[src/rtl/capcnt_pkg.sv]
// Shared encodings for the capture/count input conditioner.
package capcnt_pkg;

    // Count source: timer or one of three pin-edge choices.
    typedef enum logic [1:0] {
        CM_TIMER = 2'd0,
        CM_RISE  = 2'd1,
        CM_FALL  = 2'd2,
        CM_BOTH  = 2'd3
    } cnt_mode_e;

    // The only supported input-select code.
    localparam logic [1:0] SEL_PIN0 = 2'd0;

    // One-cycle edge strobes from the conditioned pin.
    typedef struct packed {
        logic rise;
        logic fall;
    } edge_t;

endpackage

[src/rtl/cap_sync_edge.sv]
// Synchronizes the asynchronous pin and emits one-cycle edge strobes.
// Assumes STAGES >= 2. The strobes are combinational from the last
// synchronizer stage and a history flop.
module cap_sync_edge #(
    parameter int STAGES = 2
) (
    input  logic                 clk,
    input  logic                 rst_n,
    input  logic                 pin_i,
    output capcnt_pkg::edge_t    edge_o
);
    localparam int LAST = STAGES - 1;

    logic [LAST:0] sync_q;
    logic          hist_q;

    // Shift the pin through the synchronizer chain.
    always_ff @(posedge clk) begin
        if (!rst_n) sync_q <= '0;
        else        sync_q <= {sync_q[LAST-1:0], pin_i};
    end

    // Remember the previous synchronized level.
    always_ff @(posedge clk) begin
        if (!rst_n) hist_q <= 1'b0;
        else        hist_q <= sync_q[LAST];
    end

    // Compare the new and previous levels.
    always_comb begin
        edge_o.rise = sync_q[LAST] & ~hist_q;
        edge_o.fall = ~sync_q[LAST] & hist_q;
    end
endmodule

[src/rtl/cap_count_gate.sv]
// Turns the selected count source into a count-enable tick.
// Assumes the edge strobes are already qualified by the input select.
module cap_count_gate (
    input  logic               [1:0] mode_i,
    input  capcnt_pkg::edge_t        edge_i,
    output logic                     tick_o
);
    import capcnt_pkg::*;

    // Decode the count mode into a tick.
    always_comb begin
        case (cnt_mode_e'(mode_i))
            CM_TIMER: tick_o = 1'b1;
            CM_RISE:  tick_o = edge_i.rise;
            CM_FALL:  tick_o = edge_i.fall;
            default:  tick_o = edge_i.rise | edge_i.fall;
        endcase
    end
endmodule

[src/rtl/cap_latch.sv]
// Capture register and sticky flag. A qualifying edge loads the counter
// value of the same cycle. A capture outranks a simultaneous clear.
module cap_latch #(
    parameter int CNT_W = 16
) (
    input  logic                 clk,
    input  logic                 rst_n,
    input  capcnt_pkg::edge_t    edge_i,
    input  logic [CNT_W-1:0]     count_i,
    input  logic                 rise_en_i,
    input  logic                 fall_en_i,
    input  logic                 cap_en_i,
    input  logic                 irq_en_i,
    input  logic                 clr_i,
    output logic [CNT_W-1:0]     value_o,
    output logic                 flag_o,
    output logic                 irq_o
);
    logic fire;

    // Qualify the edge by polarity enables and the master enable.
    always_comb begin
        fire = cap_en_i & ((edge_i.rise & rise_en_i) | (edge_i.fall & fall_en_i));
    end

    // Load the captured count.
    always_ff @(posedge clk) begin
        if (!rst_n)    value_o <= '0;
        else if (fire) value_o <= count_i;
    end

    // Sticky flag: set by capture, cleared by write-one when not capturing.
    always_ff @(posedge clk) begin
        if (!rst_n)     flag_o <= 1'b0;
        else if (fire)  flag_o <= 1'b1;
        else if (clr_i) flag_o <= 1'b0;
    end

    // Gate the flag onto the interrupt line.
    always_comb begin
        irq_o = flag_o & irq_en_i;
    end
endmodule

[src/rtl/capcnt_unit.sv]
// Top of the capture/count input conditioner. It routes one pin through
// the synchronizer, then into the count gate and the capture latch.
// Assumes the main counter consumes tick_o and returns its value on count_i.
module capcnt_unit #(
    parameter int CNT_W       = 16,
    parameter int SYNC_STAGES = 2
) (
    input  logic             clk,
    input  logic             rst_n,
    input  logic             pin_i,
    input  logic [CNT_W-1:0] count_i,
    input  logic [1:0]       cnt_mode_i,
    input  logic [1:0]       in_sel_i,
    input  logic             cap_rise_en_i,
    input  logic             cap_fall_en_i,
    input  logic             cap_irq_en_i,
    input  logic             cap_en_i,
    input  logic             flag_clr_i,
    output logic             tick_o,
    output logic [CNT_W-1:0] cap_value_o,
    output logic             cap_flag_o,
    output logic             cap_irq_o
);
    import capcnt_pkg::*;

    edge_t raw_edge;
    edge_t sel_edge;
    logic  sel_ok;

    cap_sync_edge #(.STAGES(SYNC_STAGES)) u_sync (
        .clk    (clk),
        .rst_n  (rst_n),
        .pin_i  (pin_i),
        .edge_o (raw_edge)
    );

    // Only select code 0 passes the pin's edges.
    always_comb begin
        sel_ok        = (in_sel_i == SEL_PIN0);
        sel_edge.rise = raw_edge.rise & sel_ok;
        sel_edge.fall = raw_edge.fall & sel_ok;
    end

    cap_count_gate u_gate (
        .mode_i (cnt_mode_i),
        .edge_i (sel_edge),
        .tick_o (tick_o)
    );

    cap_latch #(.CNT_W(CNT_W)) u_latch (
        .clk       (clk),
        .rst_n     (rst_n),
        .edge_i    (sel_edge),
        .count_i   (count_i),
        .rise_en_i (cap_rise_en_i),
        .fall_en_i (cap_fall_en_i),
        .cap_en_i  (cap_en_i),
        .irq_en_i  (cap_irq_en_i),
        .clr_i     (flag_clr_i),
        .value_o   (cap_value_o),
        .flag_o    (cap_flag_o),
        .irq_o     (cap_irq_o)
    );
endmodule

[config.mk]
export PLATFORM = sky130hd
export DESIGN_NAME = capcnt_unit
export DESIGN_NICKNAME = d
export VERILOG_FILES = /design/src/rtl/capcnt_pkg.sv /design/src/rtl/cap_sync_edge.sv /design/src/rtl/cap_count_gate.sv /design/src/rtl/cap_latch.sv /design/src/rtl/capcnt_unit.sv
export SDC_FILE = /design/constraint.sdc
export NUM_CORES = 1
export LEC_CHECK = 0
export ABC_AREA = 1
export CAP_MARGIN = 0
export CORE_MARGIN = 2
export CORE_UTILIZATION = 43
export CTS_CLUSTER_DIAMETER = 120
export CTS_CLUSTER_SIZE = 25
export DETAILED_ROUTE_END_ITERATION = 8
export PLACE_DENSITY = 0.83
export SYNTH_ARGS = -nofsm -noshare
export SYNTH_HDL_FRONTEND = slang
export SYNTH_HIERARCHICAL = 1
export SYNTH_SLANG_ARGS = --single-unit
[constraint.sdc]
create_clock -name clk -period 2.99 [get_ports clk]
set_input_delay 0.4485 -clock clk [delete_from_list [all_inputs] [get_ports clk]]
set_output_delay 0.4485 -clock clk [all_outputs]
set_load 0.005 [all_outputs]
# Word level (Yosys, flattened, before mapping)

Index checks and enable logic that the tools add are counted.

Word-level logic and storage cells: 24
Register bits after elaboration: 20
Bits of input ports: 28

Mux-type cells: 3
Bitwise operators: 12
Reductions and logical operators: 3
Equal/unequal tests: 2

Operator list:

| cell                                           | count |
|---|---|
| AND 1 bit                                      | 8 |
| zero test 2 bit                                | 2 |
| one-hot mux 1 bit (3 select lines)             | 1 |
| == test 2 x 1 -> 1 bit (second input constant) | 1 |
| == test 2 bit (second input constant)          | 1 |
| two-way mux 1 bit                              | 2 |
| NOT 1 bit                                      | 2 |
| OR 1 bit                                       | 2 |
| nonzero test 2 bit                             | 1 |

# Depth between registers and ports, before layout

Gate-level depths: netlist (run 1).

Depth after elaboration: 7
Gate-level depth with buffers: 10
Gate-level depth less buffers: 9

# Modules after synthesis

Netlist (run 1), hierarchy kept.

Modules (own cells, without submodules):

| module         | area an instance (um^2) | seq. area each (um^2) | cells each | instances |
|---|---|---|---|---|
| cap_latch      | 854.6                   | 340.3                 | 115        | 1 |
| cap_sync_edge  | 100.1                   | 60.1                  | 13         | 1 |
| cap_count_gate | 26.3                    | 0.0                   | 7          | 1 |
| capcnt_unit    | 26.3                    | 0.0                   | 7          | 1 |

# Worst setup path after synthesis (run 1)

OpenSTA, ideal clock, no wires.

Path type: input-to-output
Start: input port in_sel_i[0]
End: output port tick_o
Cell stages on the path: 7
Data required time: 2542 ps
Setup slack: 1676 ps
Path buffers: 0
Arrival: 865 ps
Cell sequence: inv_1 > nand2_1 > nor2_1 > inv_1 > nand2_1 > nand2_1 > nand2_1

RTL lines:

| element     | line              | source |
|---|---|---|
| from (decl) | capcnt_unit.sv:13 | `input logic [1:0] in_sel_i,` |
| to (decl)   | capcnt_unit.sv:19 | `output logic tick_o,` |

==> qor.txt, run 1 <==
Status: finished clean
Post-DRT Antenna Nets: 0
Crit. End Element: output port
IO Count: 47
Post-Layout Inst Area: 1440 um^2
Placed Instance Area: 1420 um^2
HPWL after DPL: 1530 um
Die height: 52.4 um
Final Total Pwr: 471 uW
Clock transition at path regs: 0.10 ns
Critical-path maximum fanout: 2
Post-Synthesis Cells: 142
Max-cap violations: 0
Most common cell in the netlist: inv_1
CP Class: input pin to output port
Post_cts resized: 0
Yosys warnings: 6
Starting utilization of the core area: 45.5%
Gr ovfl total: 0
Yosys cell types: 14
GR peak layer: met2
Largest family of logic cells by synthesized area: simple AND/OR/NAND/NOR gates
Post-route setup slack: 0.684 ns
GR Layer Usage met2: 31.9%
Vias in the first global route: 849
Router iterations before antenna repair: 4
P_leak: 0.645 nW
Post-CTS Hold Buffers: 0
Pre-CTS setup slack: 0.678 ns
EDFF count, synth: 0
Largest net degree at the start of global routing: 34
Die ar.: 2750 um^2
Clock Latency Late Sink: 0.29 ns
Max VDD drop: 0.271 mV
IO Port Bufs: 46
Switch share: 22.9%
PwrDens: 327 nW/um^2
DRT iter0 DRCs: 10
Gr usage total: 16.9%
Period utilization: 77.1%
Most common flop cell mapped by yosys: dfxtp_1
Top post-synthesis cells by count: inv_1 (29), nand2_1 (28), dfxtp_1 (20), nor2_1 (18), a21oi_1 (16)
Startpoint Class: input pin
Initial antenna violation count: 0
Total Wirelength: 2070 um
Critical path arrival: 1.86 ns
Xor and xnor fraction of the mapped netlist area: 0%
RSZ-0062 raised after global routing: no
Post-CTS setup buffers: 0
Post-synth top area share: 39.8%
Post-synthesis sequential area ratio: 39.8%
M3 GR Usage: 3.71%
Slew Limit Fails: 0
Max Clock Skew: 0.00945 ns
Internal power: 363 uW
Adder-Cell Fraction of Synth Area: 0%
Seq pwr share: 57.9%
Via count: 953
Chip width: 52.4 um
Power share of the combinational group: 16.4%
First-pass GRT wire length: 3450 um
Top post-synthesis cells by area: dfxtp_1 (40%), inv_1 (11%), nand2_1 (10%), a21oi_1 (8.0%), buf_6 (7.8%)
Switching power: 108 uW
Final count of hold timing violations: 0
Synth Area in Compound Gates: 8.70%
Syn Area/Cell: 7.09 um^2
# rows: 17
Area Overhead vs Synth: 43.1%
Hold Crit Class: register to register
CTS tree: done
CTS root buffer: clkbuf_4
Critical path required time: 2.54 ns
Share of layout cells above drive strength 1: 8.20%
Worst Tran Pin Value: 0.667 ns
Clock Sink Count: 20
Met1 usage: 18.0%
Setup TNS: 0 ns
Relative slew margins: 55.4%
Num CTS Buffers: 3
Async SR Flop Fraction: 0%
# setup viols final: 0
CTS Buffer Depth: 2
Area of the core: 2210 um^2
Leading area contributor after synthesis: dfxtp_1
Max Fclk: 434 MHz
Clk network pwr share: 25.8%
Final Net Count: 213
H-Tree Depth: 1
Number of synthesized register bits: 20
Fill cells: 200
# DRC: 0
Post-Syn Area: 1010 um^2
Final core utilization: 65.2%
Final min period: 2.31 ns
Post-synthesis mux area share: 0%
ANT cells: 0
GP Congestion: 0.714
Per-cell routed wire length: 9.81 um
Post-synthesis simple-gate area fraction: 31.7%
Synthesized net count: 170
Vias per Instance: 4.52
[area by class of cell]
| class | count | area, um^2 | share of cell area (%) |
|---|---|---|---|
| timing repair buffer | 47 | 468 | 32.5 |
| multi-input combinational | 84 | 407 | 28.2 |
| sequential | 20 | 400 | 27.8 |
| inverter | 29 | 109 | 7.55 |
| tap | 28 | 35.0 | 2.43 |
| clock buffer | 3 | 22.5 | 1.56 |
[flip-flops by register name, indices dropped and copies added (netlist names)]
name and flops:
u_sync/sync_q 2, u_sync/hist_q 1, u_latch/value_o 16, u_latch/flag_o 1
[power by group through the flow]
stage / Sequential [mW] / Clock (mW) / Combinational, mW
after global routing: 0.273 / 0.140 / 0.0853
after detailed placement: 0.279 / 0 / 0.0775
after floorplan: 0.279 / 0 / 0.0367
final: 0.272 / 0.121 / 0.0770
after CTS: 0.273 / 0.127 / 0.0777
after global placement: 0.278 / 0 / 0.0755
[path summary, 6_finish.rpt]
kind / start / endpoint / slack, ns / depth (start not counted)
max: in_sel_i[0] / tick_o / 0.68 / 9
max reg2reg: u_sync/hist_q / u_latch/value_o[6] / 1.54 / 9
min reg2reg: u_sync/sync_q[0] / u_sync/sync_q[1] / 0.43 / 2
min: u_sync/sync_q[0] / u_sync/sync_q[1] / 0.43 / 2
[stage by stage]
step           hold WS, ns  std cells
2_1_floorplan        0.390        142
3_3_place_gp         0.398        208
3_5_place_dp         0.410        208
4_1_cts              0.432        211
5_1_grt              0.442        211
6_report             0.429        211
[cells by family (layout without fill, tap and decap cells)]
group                  count (synthesis)  count (layout)
DFF                                   20              20
and+or+nand+nor                       67              67
buffers and inverters                 38              79
AOI/OAI and AO/OA                     17              17
[cell usage in the layout (no fill, tap or decap), drive strengths merged]
master         count
a21boi             1
a21oi             16
buf                1
clkbuf             3
clkdlybuf4s50     46
dfxtp             20
inv               29
nand2             31
nand3             16
nor2              20
[per-layer routing]
layer,vias to the layer above,routed length (um)
met1,417,856
met3,4,95
li1,508,-
met5,-,0
met2,24,1100
met4,0,20
[worst max-delay path: stages]
cell and delay (ns):
clkdlybuf4s50_1 0.39, inv_1 0.05, nand2_1 0.07, nor2_1 0.17
inv_1 0.07, nand2_1 0.07, nand2_1 0.05, nand2_1 0.05
clkdlybuf4s50_1 0.49
Note: power is estimated with default switching activity, not from simulation.
==> run 2: changes to the inputs <==
--- a/config.mk
+++ b/config.mk
@@ -8,11 +8,11 @@
 export ABC_AREA = 1
 export CAP_MARGIN = 0
 export CORE_MARGIN = 2
-export CORE_UTILIZATION = 43
+export CORE_UTILIZATION = 40
 export CTS_CLUSTER_DIAMETER = 120
 export CTS_CLUSTER_SIZE = 25
 export DETAILED_ROUTE_END_ITERATION = 8
-export PLACE_DENSITY = 0.83
+export PLACE_DENSITY = 0.78
 export SYNTH_ARGS = -nofsm -noshare
 export SYNTH_HDL_FRONTEND = slang
 export SYNTH_HIERARCHICAL = 1
==> constraint.sdc (replaced) <==
create_clock -name clk -period 2.15 [get_ports clk]
set_input_delay 0.3225 -clock clk [delete_from_list [all_inputs] [get_ports clk]]
set_output_delay 0.3225 -clock clk [all_outputs]
set_load 0.005 [all_outputs]
==> run 2 against run 1 <==
Effect of this change:
- register-to-register slack worse by 0.79 ns
- via count grew 0.63%
- routed wire length increased by 8.2%
- sequential power up 39%
- core utilization is 4.0 points lower
- count of clock-buffer cells in the layout did not move
- sequential share of layout area shrank 0.84 points
- design area up 3.1%
- clock skew fell by 0.0030 ns
- total power rose by 69%
- final cell count increased by 1.9%
- highest routed layer is now met3
==> qor.txt, run 2 (synthesis results as in run 1) <==
Crit path capture: tick_o
CP max-delay cell: clkdlybuf4s50_1
Gr ovfl total: 0
Vias per Instance: 4.46
Largest net degree at the start of global routing: 34
Slew Limit Fails: 0
PwrDens: 535 nW/um^2
Post-route setup slack: 0.109 ns
Post_cts resized: 0
Status: finished clean
Total Wirelength: 2240 um
Max Clock Skew: 0.00641 ns
Most frequent cells in the layout: clkdlybuf4s50_1 (46), inv_1 (29), nand2_1 (28), dfxtp_1 (20)
Max reg flops: 16
Period utilization: 94.9%
Share of layout cells above drive strength 1: 10.3%
CP cell instances: clkdlybuf4s50_1 > inv_1 > nand2_1 > nor2_2 > inv_1 > nand2_1 > nand2_1 > nand2_1 > clkdlybuf4s50_1
Starting utilization of the core area: 41.4%
HPWL after DPL: 1610 um
Final Non-Filler Cells: 215
Final core utilization: 61.1%
Gr usage total: 16.0%
Worst reg2reg endpoint: u_latch/value_o[0]
Relative slew margins: 76.4%
Critical path arrival: 1.72 ns
Per-cell routed wire length: 10.4 um
Area Overhead vs Synth: 47.6%
Final count of hold timing violations: 0
Crit. Startpoint: in_sel_i[1]
CTS root buffer: clkbuf_4
CP max stage delay: 0.50 ns
Clock transition at path regs: 0.12 ns
Critical-path maximum fanout: 2
Clock Latency Late Sink: 0.30 ns
Startpoint Class: input pin
Max-cap violations: 0
Cells on Worst Hold Path: 2
Via count: 959
Router iterations before antenna repair: 4
RSZ-0062 raised after global routing: no
Placed cells: 211
Post-CTS setup buffers: 0
Final Net Count: 214
Post-DRT Antenna Nets: 0
Reg2reg start: u_sync/sync_q[1]
First-pass GRT wire length: 3450 um
Die ar.: 2940 um^2
Commonest non-fill, non-tap cell in the layout: clkdlybuf4s50_1
R2r worst-path depth: 9
Max Fclk: 490 MHz
Crit. End Element: output port
Worst Tran Pin Value: 0.354 ns
Area of the core: 2430 um^2
Top flop regs: u_latch/value_o (16), u_sync/sync_q (2)
CP Class: input pin to output port
DRT iter0 DRCs: 11
GP Congestion: 0.641
Num CTS Buffers: 3
WHS: 0.424 ns
Pre-CTS setup slack: 0.0975 ns
Critical path required time: 1.83 ns
Clock Sink Count: 20
ANT cells: 0
Initial antenna violation count: 0
CTS tree: done
Setup TNS: 0 ns
Post-CTS Hold Buffers: 0
# setup viols final: 0
Reg2reg setup slack: 0.75 ns
# rows: 18
Die height: 54.2 um
Final min period: 2.04 ns
Max VDD drop: 0.361 mV
P_leak: 0.663 nW
IO Count: 47
Chip width: 54.2 um
Vias in the first global route: 853
Hold Crit Class: register to register
CTS Buffer Depth: 2
H-Tree Depth: 1
Fill cells: 238
Largest Register: u_latch/value_o
Cell mode on critical path: nand2_1
IO Port Bufs: 46
# DRC: 0
[run 2: how the worst min path moves through the flow]
stage	from	end	slack [ns]
floorplan	u_sync/sync_q[0]	u_sync/sync_q[1]	0.39
global placement	u_sync/sync_q[0]	u_sync/sync_q[1]	0.39
detailed placement	u_sync/sync_q[0]	u_sync/sync_q[1]	0.40
CTS	u_sync/sync_q[0]	u_sync/sync_q[1]	0.42
global route	u_sync/sync_q[0]	u_sync/sync_q[1]	0.44
finish	u_sync/sync_q[0]	u_sync/sync_q[1]	0.42
[run 2: where the power goes]
| group | internal, mW | switching (mW) | leakage [nW] |
|---|---|---|---|
| clock | 0.188 | 0.118 | 0.0279 |
| combinational | 0.0652 | 0.0452 | 0.473 |
| sequential | 0.376 | 0.00263 | 0.162 |
[run 2: per-stage QoR]
stage,instance area (um^2),total power [mW]
final,1490,0.796
after global routing,1490,0.829
after detailed placement,1430,0.497
after global placement,1430,0.494
after CTS,1480,0.805
after floorplan,1010,0.438
[run 2: critical path: cells and delay by family]
kind                   cells  cell delay, ns
AND/OR/NAND/NOR            5            0.37
buffers and inverters      4            1.02
[run 2: final cells by class]
type / instances / area [um^2] / area share (%)
Clock buffer: 3 / 22.5 / 1.52
Timing Repair Buffer: 48 / 475 / 32.0
Tap cell: 30 / 37.5 / 2.53
Sequential cell: 20 / 400 / 26.9
Inverter: 29 / 109 / 7.32
Clock inverter: 1 / 30.0 / 2.02
Multi-Input combinational cell: 84 / 412 / 27.7
[run 2: per-layer routing]
layer | part of all wire [%] | wire (um) | track usage [%] | up-vias
li1 | - | - | - | 514
met1 | 44 | 992 | 18.0 | 419
met4 | 0 | 0 | 7.08 | 0
met5 | 0 | 0 | 0 | -
met2 | 51 | 1140 | 28.9 | 26
met3 | 4.6 | 103 | 3.06 | 0
==> run 3: changes to the inputs <==
--- a/config.mk
+++ b/config.mk
@@ -6,13 +6,14 @@
 export NUM_CORES = 1
 export LEC_CHECK = 0
 export ABC_AREA = 1
-export CAP_MARGIN = 0
+export CAP_MARGIN = 30
 export CORE_MARGIN = 2
 export CORE_UTILIZATION = 40
 export CTS_CLUSTER_DIAMETER = 120
 export CTS_CLUSTER_SIZE = 25
 export DETAILED_ROUTE_END_ITERATION = 8
 export PLACE_DENSITY = 0.78
+export SLEW_MARGIN = 10
 export SYNTH_ARGS = -nofsm -noshare
 export SYNTH_HDL_FRONTEND = slang
 export SYNTH_HIERARCHICAL = 1
==> results of run 3 <==
No change in the layout: final DEF, timing and power equal those of run 2.
